### config.mk
export PLATFORM = sky130hd
export DESIGN_NAME = serial_gain_port
export DESIGN_NICKNAME = d
export VERILOG_FILES = /design/src/rtl/sgp_pkg.sv /design/src/rtl/sgp_edges.sv /design/src/rtl/sgp_framer.sv /design/src/rtl/sgp_gain_bank.sv /design/src/rtl/serial_gain_port.sv
export SDC_FILE = /design/constraint.sdc
export NUM_CORES = 1
export LEC_CHECK = 0
export ABC_AREA = 1
export ABC_CLOCK_PERIOD_IN_PS = 2200
export BUFFER_PORTS_ARGS = -buffer_cell sky130_fd_sc_hd__buf_2
export CORE_UTILIZATION = 30
export DETAILED_ROUTE_END_ITERATION = 8
export PLACE_DENSITY = 0.53
export SLEW_MARGIN = 40
export SYNTH_ARGS = -nofsm -noshare
export SYNTH_HDL_FRONTEND = slang
export SYNTH_SLANG_ARGS = --single-unit
export TNS_END_PERCENT = 5
### constraint.sdc
create_clock -name clk -period 2.2 [get_ports clk]
set_input_delay 0.11 -clock clk [delete_from_list [all_inputs] [get_ports clk]]
set_output_delay 0.11 -clock clk [all_outputs]
set_load 0.05 [all_outputs]
### src/rtl/sgp_pkg.sv
package sgp_pkg;

    localparam int BYTE_W = 8;
    localparam int ADDR_W = 4;
    localparam int CODE_W = BYTE_W - 1;
    localparam int CNT_W  = $clog2(BYTE_W);

    typedef enum logic {
        KIND_DATA = 1'b0,
        KIND_ADDR = 1'b1
    } byte_kind_e;

    typedef struct packed {
        logic              valid;
        byte_kind_e        kind;
        logic [ADDR_W-1:0] addr;
        logic [CODE_W-1:0] code;
    } cmd_t;

    function automatic cmd_t decode_byte(input logic [BYTE_W-1:0] b);
        cmd_t c;
        c.valid = 1'b0;
        c.kind  = byte_kind_e'(b[BYTE_W-1]);
        c.addr  = b[ADDR_W-1:0];
        c.code  = b[CODE_W-1:0];
        return c;
    endfunction

endpackage

### src/rtl/sgp_edges.sv
module sgp_edges (
    input  logic clk,
    input  logic rst,
    input  logic sclk,
    input  logic wr_n,
    input  logic ld_n,
    input  logic three_wire,
    output logic sclk_rise,
    output logic wr_active,
    output logic wr_end,
    output logic load_pulse
);
    logic sclk_q;
    logic wr_q;
    logic ld_q;
    logic ld_fall;

    always_ff @(posedge clk) begin
        if (rst) begin
            sclk_q <= 1'b0;
            wr_q   <= 1'b1;
            ld_q   <= 1'b1;
        end else begin
            sclk_q <= sclk;
            wr_q   <= wr_n;
            ld_q   <= ld_n;
        end
    end

    always_comb begin
        sclk_rise = sclk & ~sclk_q;
        wr_active = ~wr_n;
        wr_end    = wr_n & ~wr_q;
        ld_fall   = ~ld_n & ld_q;
        if (three_wire) begin
            load_pulse = wr_end;
        end else begin
            load_pulse = ld_fall & wr_n;
        end
    end
endmodule

### src/rtl/sgp_framer.sv
module sgp_framer
    import sgp_pkg::*;
(
    input  logic clk,
    input  logic rst,
    input  logic sclk_rise,
    input  logic wr_active,
    input  logic wr_end,
    input  logic sdi,
    output cmd_t cmd,
    output logic sdo
);
    logic [BYTE_W-1:0] shreg;
    logic [CNT_W-1:0]  bit_cnt;
    logic [BYTE_W-1:0] next_byte;
    logic              take_bit;

    localparam logic [CNT_W-1:0] LAST_BIT = CNT_W'(BYTE_W - 1);

    always_comb begin
        take_bit  = sclk_rise & wr_active;
        next_byte = {shreg[BYTE_W-2:0], sdi};
        cmd       = decode_byte(next_byte);
        cmd.valid = take_bit && (bit_cnt == LAST_BIT);
    end

    always_ff @(posedge clk) begin
        if (rst) begin
            shreg   <= '0;
            bit_cnt <= '0;
        end else if (wr_end) begin
            bit_cnt <= '0;
        end else if (take_bit) begin
            shreg   <= next_byte;
            bit_cnt <= bit_cnt + 1'b1;
        end
    end

    assign sdo = shreg[BYTE_W-1];
endmodule

### src/rtl/sgp_gain_bank.sv
module sgp_gain_bank
    import sgp_pkg::*;
#(
    parameter int NUM_CH = 8
) (
    input  logic                     clk,
    input  logic                     rst,
    input  cmd_t                     cmd,
    input  logic                     wr_end,
    input  logic                     load_pulse,
    output logic [NUM_CH*CODE_W-1:0] gain_out,
    output logic                     orphan
);
    logic [ADDR_W-1:0] sel;
    logic              sel_valid;
    logic              addr_ok;
    logic              data_hit;

    always_comb begin
        addr_ok  = cmd.valid && (cmd.kind == KIND_ADDR) && (int'(cmd.addr) < NUM_CH);
        data_hit = cmd.valid && (cmd.kind == KIND_DATA) && sel_valid;
    end

    always_ff @(posedge clk) begin
        if (rst) begin
            sel       <= '0;
            sel_valid <= 1'b0;
            orphan    <= 1'b0;
        end else begin
            if (wr_end) begin
                sel_valid <= 1'b0;
            end else if (addr_ok) begin
                sel       <= cmd.addr;
                sel_valid <= 1'b1;
            end
            if (cmd.valid && (cmd.kind == KIND_DATA) && !sel_valid) begin
                orphan <= 1'b1;
            end
        end
    end

    for (genvar ch = 0; ch < NUM_CH; ch++) begin : g_ch
        logic [CODE_W-1:0] hold_q;
        logic [CODE_W-1:0] act_q;
        always_ff @(posedge clk) begin
            if (rst) begin
                hold_q <= '0;
                act_q  <= '0;
            end else begin
                if (data_hit && (int'(sel) == ch)) begin
                    hold_q <= cmd.code;
                end
                if (load_pulse) begin
                    act_q <= hold_q;
                end
            end
        end
        assign gain_out[ch*CODE_W +: CODE_W] = act_q;
    end
endmodule

### src/rtl/serial_gain_port.sv
module serial_gain_port
    import sgp_pkg::*;
#(
    parameter int NUM_CH = 8
) (
    input  logic                     clk,
    input  logic                     rst,
    input  logic                     sclk,
    input  logic                     sdi,
    input  logic                     wr_n,
    input  logic                     ld_n,
    input  logic                     three_wire,
    output logic                     sdo,
    output logic [NUM_CH*CODE_W-1:0] gain_out,
    output logic                     orphan
);
    logic sclk_rise;
    logic wr_active;
    logic wr_end;
    logic load_pulse;
    cmd_t cmd;

    sgp_edges u_edges (
        .clk        (clk),
        .rst        (rst),
        .sclk       (sclk),
        .wr_n       (wr_n),
        .ld_n       (ld_n),
        .three_wire (three_wire),
        .sclk_rise  (sclk_rise),
        .wr_active  (wr_active),
        .wr_end     (wr_end),
        .load_pulse (load_pulse)
    );

    sgp_framer u_framer (
        .clk       (clk),
        .rst       (rst),
        .sclk_rise (sclk_rise),
        .wr_active (wr_active),
        .wr_end    (wr_end),
        .sdi       (sdi),
        .cmd       (cmd),
        .sdo       (sdo)
    );

    sgp_gain_bank #(.NUM_CH(NUM_CH)) u_bank (
        .clk        (clk),
        .rst        (rst),
        .cmd        (cmd),
        .wr_end     (wr_end),
        .load_pulse (load_pulse),
        .gain_out   (gain_out),
        .orphan     (orphan)
    );
endmodule

* After elaboration in Yosys (flattened, before gate mapping)
Cells that the tools add are included.
** Word-level totals
- Flip-flop bits (word level) :: 132
- Input bits :: 7
- Word-level logic and storage cells :: 65
** Operators by class
- $add $sub $neg :: 1
- $lt $le $gt $ge :: 1
- Equal/unequal tests :: 8
- Muxes and demuxes :: 1
- Bitwise gates (word level) :: 11
- Reductions and logical operators :: 19
** Operator list (number)
- 4-bit equality test, second input constant :: 4
- 1-bit logical AND :: 14
- 4-bit by 3-bit equality test with 1-bit output, second input constant :: 2
- 1-bit inverter :: 6
- 1-bit AND :: 5
- 4-bit by 2-bit equality test with 1-bit output, second input constant :: 1
- 4-bit zero test :: 1
- 4-bit < comparator, second input constant :: 1
- 2-bit AND reduction :: 2
- 3-bit by 1-bit adder with 3-bit output, second input constant :: 1
- 3-bit equality test, second input constant :: 1
- 2-bit OR reduction :: 1
- 1-bit zero test :: 1
- 1-bit 2-to-1 mux :: 1

* Logic depth before layout (Yosys ltp)
Gate-level depths: netlist (run 1).
- Depth after elaboration :: 7
- Mapped depth :: 9

* Cells and area by module
From an unflattened synthesis (run 1), not the netlist that was laid out.
** Unflattened totals
- Cells, all modules :: 705
- Area, all modules :: 5047.3 um2
** By module, submodules not included
- sgp_gain_bank :: instances 1, cells an instance 611, area an instance 4394.2 um2, seq. area each 2362.3 um2
- sgp_framer :: instances 1, cells an instance 77, area an instance 534.3 um2, seq. area each 220.2 um2
- sgp_edges :: instances 1, cells an instance 17, area an instance 118.9 um2, seq. area each 60.1 um2

* Worst setup path after synthesis (run 1)
Ideal clock, no wire load.
- Kind :: reg-to-reg
- Start :: register u_framer.bit_cnt[0]
- End :: register u_bank.g_ch[0].hold_q[0]
- Library setup time :: 110 ps
- Arrival :: 1422 ps
- Slack :: 668 ps
- Stages on the path, launching flop included :: 10
- Buffers on the path :: 2
- Clock period less this slack :: 1532 ps
- Cells stage by stage :: dfxtp_1 ha_1 ha_1 nand2_1 nor2_4 buf_4 buf_4 nand4_1 nand2_1 nor2_1
** Between the ends
- Cells in the longest elaborated chain, start to end :: 5
** Ends and longest elaborated chain
- start: declaration :: line sgp_framer.sv:14 : logic [CNT_W-1:0] bit_cnt;
- start signal: assignment :: line sgp_framer.sv:35 : bit_cnt <= bit_cnt + 1'b1;
- 3-bit equality test :: line sgp_framer.sv:24 : cmd.valid = take_bit && (bit_cnt == LAST_BIT);
- 1-bit logical AND :: line sgp_framer.sv:24
- 1-bit logical AND (2 in a row) :: line sgp_gain_bank.sv:21 : data_hit = cmd.valid && (cmd.kind == KIND_DATA) && sel_valid;
- 1-bit logical AND :: line sgp_gain_bank.sv:50 : if (data_hit && (int'(sel) == ch)) begin
- end signal: assignment :: line sgp_gain_bank.sv:51 : hold_q <= cmd.code;
- end: declaration :: line sgp_gain_bank.sv:43 : logic [CODE_W-1:0] hold_q;
No other way between the ends.
A chain may end at the register's enable or synchronous reset.

* Worst setup path in the final report (run 1)
- Start :: register u_framer.bit_cnt[0]
- End :: register u_bank.g_ch[4].hold_q[0]
** Between the ends
- Cells in the longest elaborated chain, start to end :: 5
** Ends and longest elaborated chain (line)
- 3-bit equality test :: sgp_framer.sv:24
- 1-bit logical AND :: sgp_framer.sv:24
- 1-bit logical AND (2 in a row) :: sgp_gain_bank.sv:21
- 1-bit logical AND :: sgp_gain_bank.sv:50
- end signal: assignment :: sgp_gain_bank.sv:51
- end: declaration :: sgp_gain_bank.sv:43
No other way between the ends.

==> flow_metrics.env, run 1 <==
export IMPL_status="complete, no violations"
export IMPL_finalHoldViolCount=0
export IMPL_start_util_pct=31.0
export IMPL_fp_dieW_um=136
export IMPL_switchingPower_mw=1.53
export IMPL_clock_sinks=132
export IMPL_grt_pass1_vias=4394
export IMPL_crit_path_max_fanout=19
export IMPL_drive_gt1_share_pct=15.3
export IMPL_final_seq_area_sq_um=2640
export IMPL_yosys_warnings=0
export IMPL_ioPinCount=65
export IMPL_track_usage_pct=14.7
export IMPL_drt_iter0_drc=258
export IMPL_synthToLayoutAreaGrowth_pct=22.6
export IMPL_die_h_um=136
export IMPL_grt_overflow_total=0
export IMPL_max_freq_mhz=537
export IMPL_clockRootBuffer="clkbuf_16"
export IMPL_fill_cells=1868
export IMPL_fin_crit_sh_pct=84.7
export IMPL_cpLargestDelayFamily="simple AND/OR/NAND/NOR gates"
export IMPL_clkLatencyLatePin_ps=420
export IMPL_critical_path_arrival_ps=2220
export IMPL_ys_seq_elements=132
export IMPL_timing_setup_tns_ps=0
export IMPL_grt_start_max_net_pins=87
export IMPL_p_leak_nw=3.01
export IMPL_final_nets=848
export IMPL_syn_area_sq_um=5410
export IMPL_max_stage_delay_ps=420
export IMPL_clkTransAtPathRegs_ps=60
export IMPL_grt_pass1_wl_um=21200
export IMPL_sw_frac_of_total_pct=25.4
export IMPL_final_common_cell="nor2_1"
export IMPL_hold_path_class="primary input to flip-flop"
export IMPL_avgRoutedWirePerCell_um=11.6
export IMPL_dp_hpwl_um=8050
export IMPL_floorplan_rows=48
export IMPL_syn_inst=774
export IMPL_p_seq_share_pct=41.6
export IMPL_post_cts_buffers=0
export IMPL_die_area_sq_um=18600
export IMPL_tritoncts="built"
export IMPL_holdPathStages=3
export IMPL_coreArea_sq_um=17500
export IMPL_crit_type="flip-flop to flip-flop"
export IMPL_crit_path_end_kind="flip-flop"
export IMPL_post_route_util_pct=37.9
export IMPL_layout_common_cells="nor2_1, nand2_1, dfxtp_1"
export IMPL_first_pass_iters=5
export IMPL_cp_slowest_cell="nor2_4"
export IMPL_yosysSeqAreaShare_pct=48.8
export IMPL_path_depth=8
export IMPL_setup_viol=0
export IMPL_vias=4655
export IMPL_vias_per_cell=4.33
export IMPL_worst_slew_pin_slew_ps=576
export IMPL_layout_min_cycle_time_ps=1860
export IMPL_gp_congestion=0.733
export IMPL_max_cap_violations=0
export IMPL_p_int_mw=4.51
export IMPL_power_share_clock_pct=48.1
export IMPL_multiInputGateArea_sq_um=2090
export IMPL_finClkSkew_ps=15.2
export IMPL_crit_buf_inv=1
export IMPL_crit_path_cell_trace="ha_1, ha_1, nand2_1, nor2_4, nand3_1, nand2_1, inv_1, nor2_1"
export IMPL_antenna_found_initial=0
export IMPL_required_ps=2560
export IMPL_drt_wl_total_um=12500
export IMPL_reg2reg_depth=8
export IMPL_rsz0062_at_grt="false"
export IMPL_ant_nets=0
export IMPL_syn_nets=783
export IMPL_p_comb_share_pct=10.3
export IMPL_slew_headroom_pct=61.6
export IMPL_avgSynthCellArea_sq_um=6.99
export IMPL_p_total_mw=6.05
export IMPL_cts_max_path_buffers=2
export IMPL_synth_cell_types=23
export IMPL_n_antenna_cell=0
export IMPL_drcViolationCount=0
export IMPL_ir_drop_v=0.000515
export IMPL_htreeDepth=4
export IMPL_final_max_slew_viol_count=0
export IMPL_power_density_nw_per_um2=912
export IMPL_cp_start_kind="flip-flop"
export IMPL_cts_buffers=17
export IMPL_io_buffer_count=64
sequential cells by signal, summed over array words and instances (netlist names):
name / count
u_framer.shreg: 8
u_bank.sel: 4
u_framer.bit_cnt: 3
u_bank.g_ch.act_q: 56
u_edges.sclk_q: 1
u_bank.g_ch.hold_q: 56
u_bank.sel_valid: 1
u_edges.wr_q: 1
u_edges.ld_q: 1
u_bank.orphan: 1
tightest hold or removal path, stage by stage:
cell	delay, ps
buf_2	90
o21ai_0	80
a21oi_1	110
path summary, 6_finish.rpt:
| path | startpoint | to | slack (ps) |
|---|---|---|---|
| worst max-delay path | u_framer.bit_cnt[0] | u_bank.g_ch[4].hold_q[0] | 340 |
| worst min-delay path | sdi | u_framer.shreg[0] | 30 |
| worst max register to register | u_framer.bit_cnt[0] | u_bank.g_ch[4].hold_q[0] | 340 |
| worst min register to register | u_bank.sel[3] | u_bank.sel[3] | 460 |
layer usage:
metal	global-route usage (%)	vias up	share of wire [%]
met5	0	-	0
met4	6.30	0	1.0
met3	3.58	8	4.2
met2	22.5	83	43
met1	19.7	2047	51
li1	-	2517	-
cell usage after synthesis, drive strengths merged:
| cell type | number | share of area, % |
|---|---|---|
| nor2 | 186 | 13 |
| nand2 | 136 | 9.4 |
| dfxtp | 132 | 49 |
| inv | 123 | 8.5 |
| o21ai | 64 | 5.9 |
| nand4 | 56 | 6.5 |
| clkbuf | 22 | 1.5 |
| buf | 18 | 1.9 |
| a21oi | 12 | 1.1 |
| nand3 | 9 | 1.2 |
| clkinv | 8 | 0.56 |
| nor3 | 3 | 0.28 |
| ha | 2 | 0.46 |
| a21o | 1 | 0.14 |
| o21a | 1 | 0.14 |
| or2 | 1 | 0.12 |
what timing repair did:
action / CTS / global route
resized for setup: 0 / 0
hold endpoints to repair: 5 / 0
hold buffers: 5 / 0
area by class of cell:
type | count | share of cell area, %
Clock buffer | 22 | 7.30
Clock inverter | 9 | 1.91
Inverter | 131 | 7.42
Multi-Input combinational cell | 471 | 31.6
Sequential cell | 132 | 39.9
Tap cell | 225 | 4.25
Timing Repair Buffer | 86 | 7.70
power by group through the flow:
stage	Clock, mW	Combinational [mW]	Sequential, mW
2_1_floorplan	0	0.221	2.82
3_3_place_gp	0	0.620	2.57
3_5_place_dp	0	0.625	2.57
4_1_cts	2.99	0.632	2.51
5_1_grt	3.11	0.682	2.53
6_report	2.91	0.624	2.51
per-stage QoR:
step / hold WS (ps) / worst slack, ps / instances / area [sq um]
final: 26.3 / 337 / 1076 / 6630
after global routing: 44.0 / 50.5 / 1076 / 6630
after CTS: 2.71 / 314 / 1076 / 6630
after detailed placement: 318 / 324 / 1040 / 5970
after global placement: 316 / 370 / 1040 / 5970
after floorplan: 179 / 668 / 774 / 5410
kinds of logic after synthesis:
group                    count (synthesis)  synth area share, %
adder cells (fa/ha/maj)                  2                0.462
flip-flops                             132                 48.8
buffers and inverters                  171                 12.5
AO/OA/AOI/OAI                           78                 7.31
AND/OR/NAND/NOR                        391                 30.9
(Power assumes the default switching activity.)
==> run 2: changes to the inputs <==
- ABC_AREA: 1 -> 0
- ABC_CLOCK_PERIOD_IN_PS: 2200 -> 1800
- clock period: 2.2 -> 1.8 ns (I/O delays scaled with it)
==> flow_metrics.env, run 2 <==
export IMPL_gr_max_usage_layer="met2"
export IMPL_p_leak_nw=3.08
export IMPL_yosysSeqAreaShare_pct=51.2
export IMPL_regToRegEndpoint="u_bank.g_ch[6].hold_q[3]"
export IMPL_first_pass_iters=4
export IMPL_gp_congestion=0.739
export IMPL_finClkSkew_ps=6.38
export IMPL_drt_wl_total_um=11100
export IMPL_critical_path_arrival_ps=1960
export IMPL_grt_use_met1_pct=16.4
export IMPL_final_max_slew_viol_count=0
export IMPL_r2r_setup_slack_ps=110
export IMPL_fill_cells=1670
export IMPL_slew_headroom_pct=62.0
export IMPL_grt_start_max_net_pins=80
export IMPL_grt_overflow_total=0
export IMPL_reg2reg_depth=6
export IMPL_reg_top3="u_bank.g_ch.act_q x56, u_bank.g_ch.hold_q x56, u_framer.shreg x8"
export IMPL_hold_slack_ps=151
export IMPL_ant_nets=0
export IMPL_vias_per_cell=4.41
export IMPL_crit_path_cell_trace="ha_1, ha_1, and4bb_4, buf_12, nand4_4, mux2i_1"
export IMPL_ir_drop_v=0.000656
export IMPL_synth_area_leader_cell="dfxtp_1"
export IMPL_crit_path_end_kind="flip-flop"
export IMPL_final_common_cell="dfxtp_1"
export IMPL_clockRootBuffer="clkbuf_16"
export IMPL_die_h_um=133
export IMPL_post_route_util_pct=38.1
export IMPL_ioPinCount=65
export IMPL_cp_slowest_cell="dfxtp_1"
export IMPL_synth_area_top_cells="dfxtp_1, mux2i_1, nand2b_1"
export IMPL_required_ps=2070
export IMPL_status="complete, no violations"
export IMPL_ys_seq_elements=132
export IMPL_antenna_found_initial=0
export IMPL_met2_usage_pct=21.4
export IMPL_max_freq_mhz=593
export IMPL_syn_nets=482
export IMPL_clock_sinks=132
export IMPL_dp_hpwl_um=7250
export IMPL_r2r_start="u_framer.bit_cnt[0]"
export IMPL_power_density_nw_per_um2=1030
export IMPL_cp_startpoint="u_framer.bit_cnt[0]"
export IMPL_worst_slew_pin_slew_ps=570
export IMPL_layout_common_cells="dfxtp_1, nand2b_1, mux2i_1"
export IMPL_final_nets=542
export IMPL_synth_cell_types=30
export IMPL_max_cap_violations=0
export IMPL_avgSynthCellArea_sq_um=10.9
export IMPL_syn_inst=473
export IMPL_crit_type="flip-flop to flip-flop"
export IMPL_io_buffer_count=64
export IMPL_crit_path_max_fanout=8
export IMPL_tritoncts="built"
export IMPL_met3_usage_pct=4.45
export IMPL_holdPathStages=2
export IMPL_netlist_area_leader_share_pct=51.2
export IMPL_coreArea_sq_um=16700
export IMPL_hold_path_class="primary input to flip-flop"
export IMPL_drive_gt1_share_pct=20.9
export IMPL_yosys_warnings=0
export IMPL_clkLatencyLatePin_ps=420
export IMPL_synthFlopType="dfxtp_1"
export IMPL_synthToLayoutAreaGrowth_pct=23.2
export IMPL_max_stage_delay_ps=340
export IMPL_vias=3377
export IMPL_grt_pass1_vias=3415
export IMPL_die_area_sq_um=17700
export IMPL_cts_max_path_buffers=2
export IMPL_grt_pass1_wl_um=18000
export IMPL_clkTransAtPathRegs_ps=60
export IMPL_start_util_pct=30.9
export IMPL_drt_iter0_drc=121
export IMPL_synth_common_cells="dfxtp_1, nand2b_1, mux2i_1, nand2_1"
export IMPL_avgRoutedWirePerCell_um=14.4
export IMPL_cts_buffers=17
export IMPL_fp_dieW_um=133
export IMPL_drcViolationCount=0
export IMPL_finalHoldViolCount=0
export IMPL_n_antenna_cell=0
export IMPL_ys_async_sr_fraction_pct=0
export IMPL_rsz0062_at_grt="true"
export IMPL_setup_viol=0
export IMPL_synth_edf_count=0
export IMPL_htreeDepth=4
export IMPL_setup_worst_path_end="u_bank.g_ch[6].hold_q[3]"
export IMPL_floorplan_rows=47
export IMPL_syn_area_sq_um=5160
export IMPL_track_usage_pct=13.3
export IMPL_crit_top_cell="ha_1"
export IMPL_cp_start_kind="flip-flop"
export IMPL_fin_crit_sh_pct=93.8
export IMPL_synth_most_common_cell="dfxtp_1"
export IMPL_layout_min_cycle_time_ps=1690
[run 2: changes by cell type after synthesis, moves of 11 or more]
cell | previous run | this run
nand2b_1 | 0 | 120
inv_1 | 120 | 1
o21ai_0 | 52 | 3
nor2_1 | 177 | 5
nand2_1 | 136 | 20
o21ai_1 | 12 | 1
nand4_1 | 56 | 0
mux2i_1 | 0 | 112
[run 2: power breakdown]
part           leakage (nW)  switching [mW]  total (mW)  internal [mW]
logic                  1.73           0.102       0.199         0.0970
clock network         0.286            1.23        3.41           2.18
registers              1.06         0.00449        2.93           2.93
[run 2: area by class of cell]
class / instances / area [sq um] / area share (%)
Clock buffer: 24 / 492 / 7.73
Multi-Input combinational cell: 307 / 2400 / 37.8
Sequential cell: 132 / 2640 / 41.6
Clock inverter: 8 / 98.8 / 1.55
Tap cell: 220 / 275 / 4.33
Timing Repair Buffer: 74 / 443 / 6.96
Inverter: 1 / 3.75 / 0.0590
[run 2: how the worst min path moves through the flow]
stage          from             to  slack, ps
2_1_floorplan  ld_n   u_edges.ld_q        190
3_3_place_gp   ld_n   u_edges.ld_q        290
3_5_place_dp   ld_n   u_edges.ld_q        290
4_1_cts         rst  u_bank.sel[0]        150
5_1_grt         rst  u_bank.sel[0]        170
6_report        rst  u_bank.sel[0]        150
[run 2: worst max-delay path: cells and delay by family (launching register included)]
| kind | cells | cell delay, ps |
|---|---|---|
| fa+ha+maj | 2 | 330 |
| mux | 1 | 180 |
| flops | 1 | 340 |
| simple gates | 2 | 520 |
| buf+inv | 1 | 160 |
[run 2: stage by stage]
stage | cells | setup slack (ps) | power, mW | instance area (sq um) | setup TNS (ps)
floorplan | 473 | 171 | 3.14 | 5160 | 0
global placement | 730 | 48.9 | 3.19 | 5710 | 0
detailed placement | 730 | 19.0 | 3.19 | 5710 | 0
CTS | 766 | 3.89 | 6.60 | 6340 | 0
global route | 766 | -5.82 | 6.78 | 6360 | -5.82
finish | 766 | 112 | 6.54 | 6360 | 0
[run 2: kinds of logic (layout without fill, tap and decap cells)]
family / Yosys count / in the layout / share of synthesized area, %
and+or+nand+nor: 171 / 171 / 21.5
DFF: 132 / 132 / 51.2
muxes: 112 / 112 / 21.7
buffers and inverters: 34 / 107 / 2.83
AOI/OAI and AO/OA: 21 / 21 / 2.11
adders and majority gates: 2 / 2 / 0.485
xor gates and xnor gates: 1 / 1 / 0.170
[run 2: per-layer routing]
layer	wire length, um	vias to the layer above
met1	5310	1609
met3	418	14
met4	169	0
li1	-	1699
met2	5150	55
met5	0	-
[run 2: timing repair]
item / 4_1_cts / 5_1_grt
hold endpoints to repair: 5 / 0
hold buffers: 4 / 0
setup buffers: 0 / 0
endpoints found under the setup margin: 0 / 37
gates resized for setup: 0 / 3
==> run 3: changes to the inputs <==
- CORE_UTILIZATION: 30 -> 53
- PLACE_DENSITY: 0.53 -> 0.8
- SYNTH_HIERARCHICAL: unset -> 1
==> flow_metrics.env, run 3 <==
export IMPL_status="complete, no violations"
export IMPL_ys_async_sr_fraction_pct=0
export IMPL_max_cap_violations=0
export IMPL_antenna_found_initial=0
export IMPL_layout_min_cycle_time_ps=1730
export IMPL_synth_area_leader_cell="dfxtp_1"
export IMPL_drive_gt1_share_pct=21.9
export IMPL_track_usage_pct=20.8
export IMPL_ys_seq_elements=132
export IMPL_ant_nets=0
export IMPL_holdPathStages=5
export IMPL_cts_max_path_buffers=2
export IMPL_hold_end="u_bank/g_ch[1].act_q[0]"
export IMPL_avgSynthCellArea_sq_um=10.9
export IMPL_crit_path_max_fanout=7
export IMPL_htreeDepth=4
export IMPL_layout_common_cells="dfxtp_1, mux2i_1, nand2b_1"
export IMPL_synthToLayoutAreaGrowth_pct=20.1
export IMPL_netlist_area_leader_share_pct=51.8
export IMPL_drt_iter0_drc=100
export IMPL_avgRoutedWirePerCell_um=14.8
export IMPL_drcViolationCount=0
export IMPL_fill_cells=718
export IMPL_start_util_pct=55.0
export IMPL_grt_pass1_vias=3283
export IMPL_clockRootBuffer="clkbuf_8"
export IMPL_required_ps=2230
export IMPL_crit_path_cell_trace="ha_2, ha_1, and3_4, and4b_2, and2_4, mux2i_1"
export IMPL_hold_slack_ps=275
export IMPL_synth_cell_types=32
export IMPL_fin_area_sq_um=6130
export IMPL_cp_start_kind="flip-flop"
export IMPL_synth_common_cells="dfxtp_1, mux2i_1, nand2b_1, nor2_1, buf_2"
export IMPL_clkTransAtPathRegs_ps=60
export IMPL_vias=3333
export IMPL_die_area_sq_um=10000
export IMPL_dp_hpwl_um=6210
export IMPL_fp_dieW_um=100
export IMPL_setup_viol=0
export IMPL_final_nets=535
export IMPL_power_density_nw_per_um2=1070
export IMPL_crit_path_end_kind="flip-flop"
export IMPL_holdCritStartpoint="three_wire"
export IMPL_gp_congestion=0.804
export IMPL_cts_buffers=17
export IMPL_vias_per_cell=4.99
export IMPL_cp_startpoint="u_framer/bit_cnt[0]"
export IMPL_clock_sinks=132
export IMPL_cp_slowest_cell="dfxtp_2"
export IMPL_path_depth=6
export IMPL_finalHoldViolCount=0
export IMPL_io_buffer_count=64
export IMPL_hold_path_class="primary input to flip-flop"
export IMPL_floorplan_rows=35
export IMPL_drt_wl_total_um=9860
export IMPL_die_h_um=100
export IMPL_syn_area_sq_um=5100
export IMPL_p_leak_nw=2.75
export IMPL_ir_drop_v=0.000572
export IMPL_reg_top3="u_bank/g_ch.act_q x56, u_bank/g_ch.hold_q x56, u_framer/shreg x8"
export IMPL_ioPinCount=65
export IMPL_r2r_setup_slack_ps=70
export IMPL_first_pass_iters=4
export IMPL_syn_inst=468
export IMPL_coreArea_sq_um=9280
export IMPL_synth_area_top_cells="dfxtp_1, mux2i_1, nand2b_1"
export IMPL_finClkSkew_ps=6.01
export IMPL_final_max_slew_viol_count=0
export IMPL_tritoncts="built"
export IMPL_clkLatencyLatePin_ps=510
export IMPL_yosysSeqAreaShare_pct=51.8
export IMPL_r2r_start="u_framer/bit_cnt[0]"
export IMPL_rsz0062_at_grt="false"
export IMPL_synth_edf_count=0
export IMPL_max_stage_delay_ps=340
export IMPL_synth_most_common_cell="dfxtp_1"
export IMPL_final_common_cell="dfxtp_1"
export IMPL_reg2reg_depth=6
export IMPL_grt_start_max_net_pins=68
export IMPL_placed_area_sq_um=5450
export IMPL_slew_headroom_pct=59.1
export IMPL_timing_setup_tns_ps=0
export IMPL_regToRegEndpoint="u_bank/g_ch[3].hold_q[3]"
export IMPL_post_route_util_pct=66.0
export IMPL_syn_nets=477
export IMPL_n_antenna_cell=0
export IMPL_dp_cells=630
export IMPL_crit_type="flip-flop to flip-flop"
export IMPL_max_freq_mhz=576
export IMPL_layoutNonFillerInstCount=668
export IMPL_cpLargestDelayFamily="simple AND/OR/NAND/NOR gates"
export IMPL_crit_buf_inv=0
export IMPL_critical_path_arrival_ps=2170
export IMPL_grt_overflow_total=0
export IMPL_grt_pass1_wl_um=15900
export IMPL_synthFlopType="dfxtp_1"
export IMPL_fin_crit_sh_pct=96.4
export IMPL_yosys_warnings=6
export IMPL_worst_slew_pin_slew_ps=609
run 3: changes by cell type after synthesis, moves of 5 or more:
cell	previous run	this run
nand2_2	0	5
mux2i_1	112	123
buf_4	0	10
nor2_1	5	62
nand2_1	20	0
nand2b_1	120	72
clkbuf_1	15	5
a21oi_1	15	3
run 3: report_power, final:
part,switching [mW],leakage [nW],internal [mW]
clock network,1.20,0.292,2.21
registers,0.00342,1.06,2.93
logic,0.105,1.40,0.0947
run 3: worst max-delay path by stage:
stage / endpoint / slack [ps]
after floorplan: u_bank/g_ch[3].hold_q[1] / 170
after global placement: u_bank/g_ch[5].hold_q[4] / 120
after detailed placement: u_bank/g_ch[5].hold_q[2] / 30
after CTS: u_bank/g_ch[2].hold_q[5] / 20
after global routing: u_bank/g_ch[3].hold_q[3] / 5
final: u_bank/g_ch[3].hold_q[3] / 70
run 3: final cells by class:
| type | instances | area [sq um] | share of cell area (%) |
|---|---|---|---|
| repair buffers | 76 | 463 | 7.55 |
| well taps | 129 | 161 | 2.63 |
| flip-flops and latches | 132 | 2640 | 43.1 |
| clock inverters | 9 | 126 | 2.06 |
| multi-input cells | 297 | 2260 | 36.9 |
| inverters | 2 | 7.51 | 0.122 |
| clock buffers | 23 | 467 | 7.61 |
run 3: cell families (layout without fill, tap and decap cells):
kind of cell / Yosys count / count (layout) / synth area share (%)
simple gates: 164 / 164 / 18.0
flops: 132 / 132 / 51.8
mux: 123 / 123 / 24.1
buf+inv: 39 / 110 / 4.46
compound gates: 8 / 8 / 1.15
fa+ha+maj: 2 / 2 / 0.490
run 3: timing repair:
action                                  CTS  global route
buffers inserted                          0             1
pin swaps                                 0             2
hold endpoints to repair                 19             0
hold buffers                              5             0
resized for setup                         2             6
endpoints found under the setup margin   10            47
run 3: through the flow:
step	total power, mW	setup slack, ps
5_1_grt	6.73	4.69
3_3_place_gp	3.18	121
2_1_floorplan	3.15	174
3_5_place_dp	3.19	33.9
4_1_cts	6.59	17.2
6_report	6.54	65.2
run 3: worst register-to-register path, stage by stage, from the launching register on:
cell and delay [ps]:
dfxtp_2 340, ha_2 170, ha_1 150, and3_4 190, and4b_2 340, and2_4 260, mux2i_1 220
run 3: layer usage:
layer	part of all wire [%]	up-vias	GRT usage, %	wire (um)
li1	-	1671	-	-
met1	46	1592	25.8	4580
met2	49	62	34.6	4860
met3	3.2	8	6.55	318
met4	0.98	0	6.35	97
met5	0	-	0	0
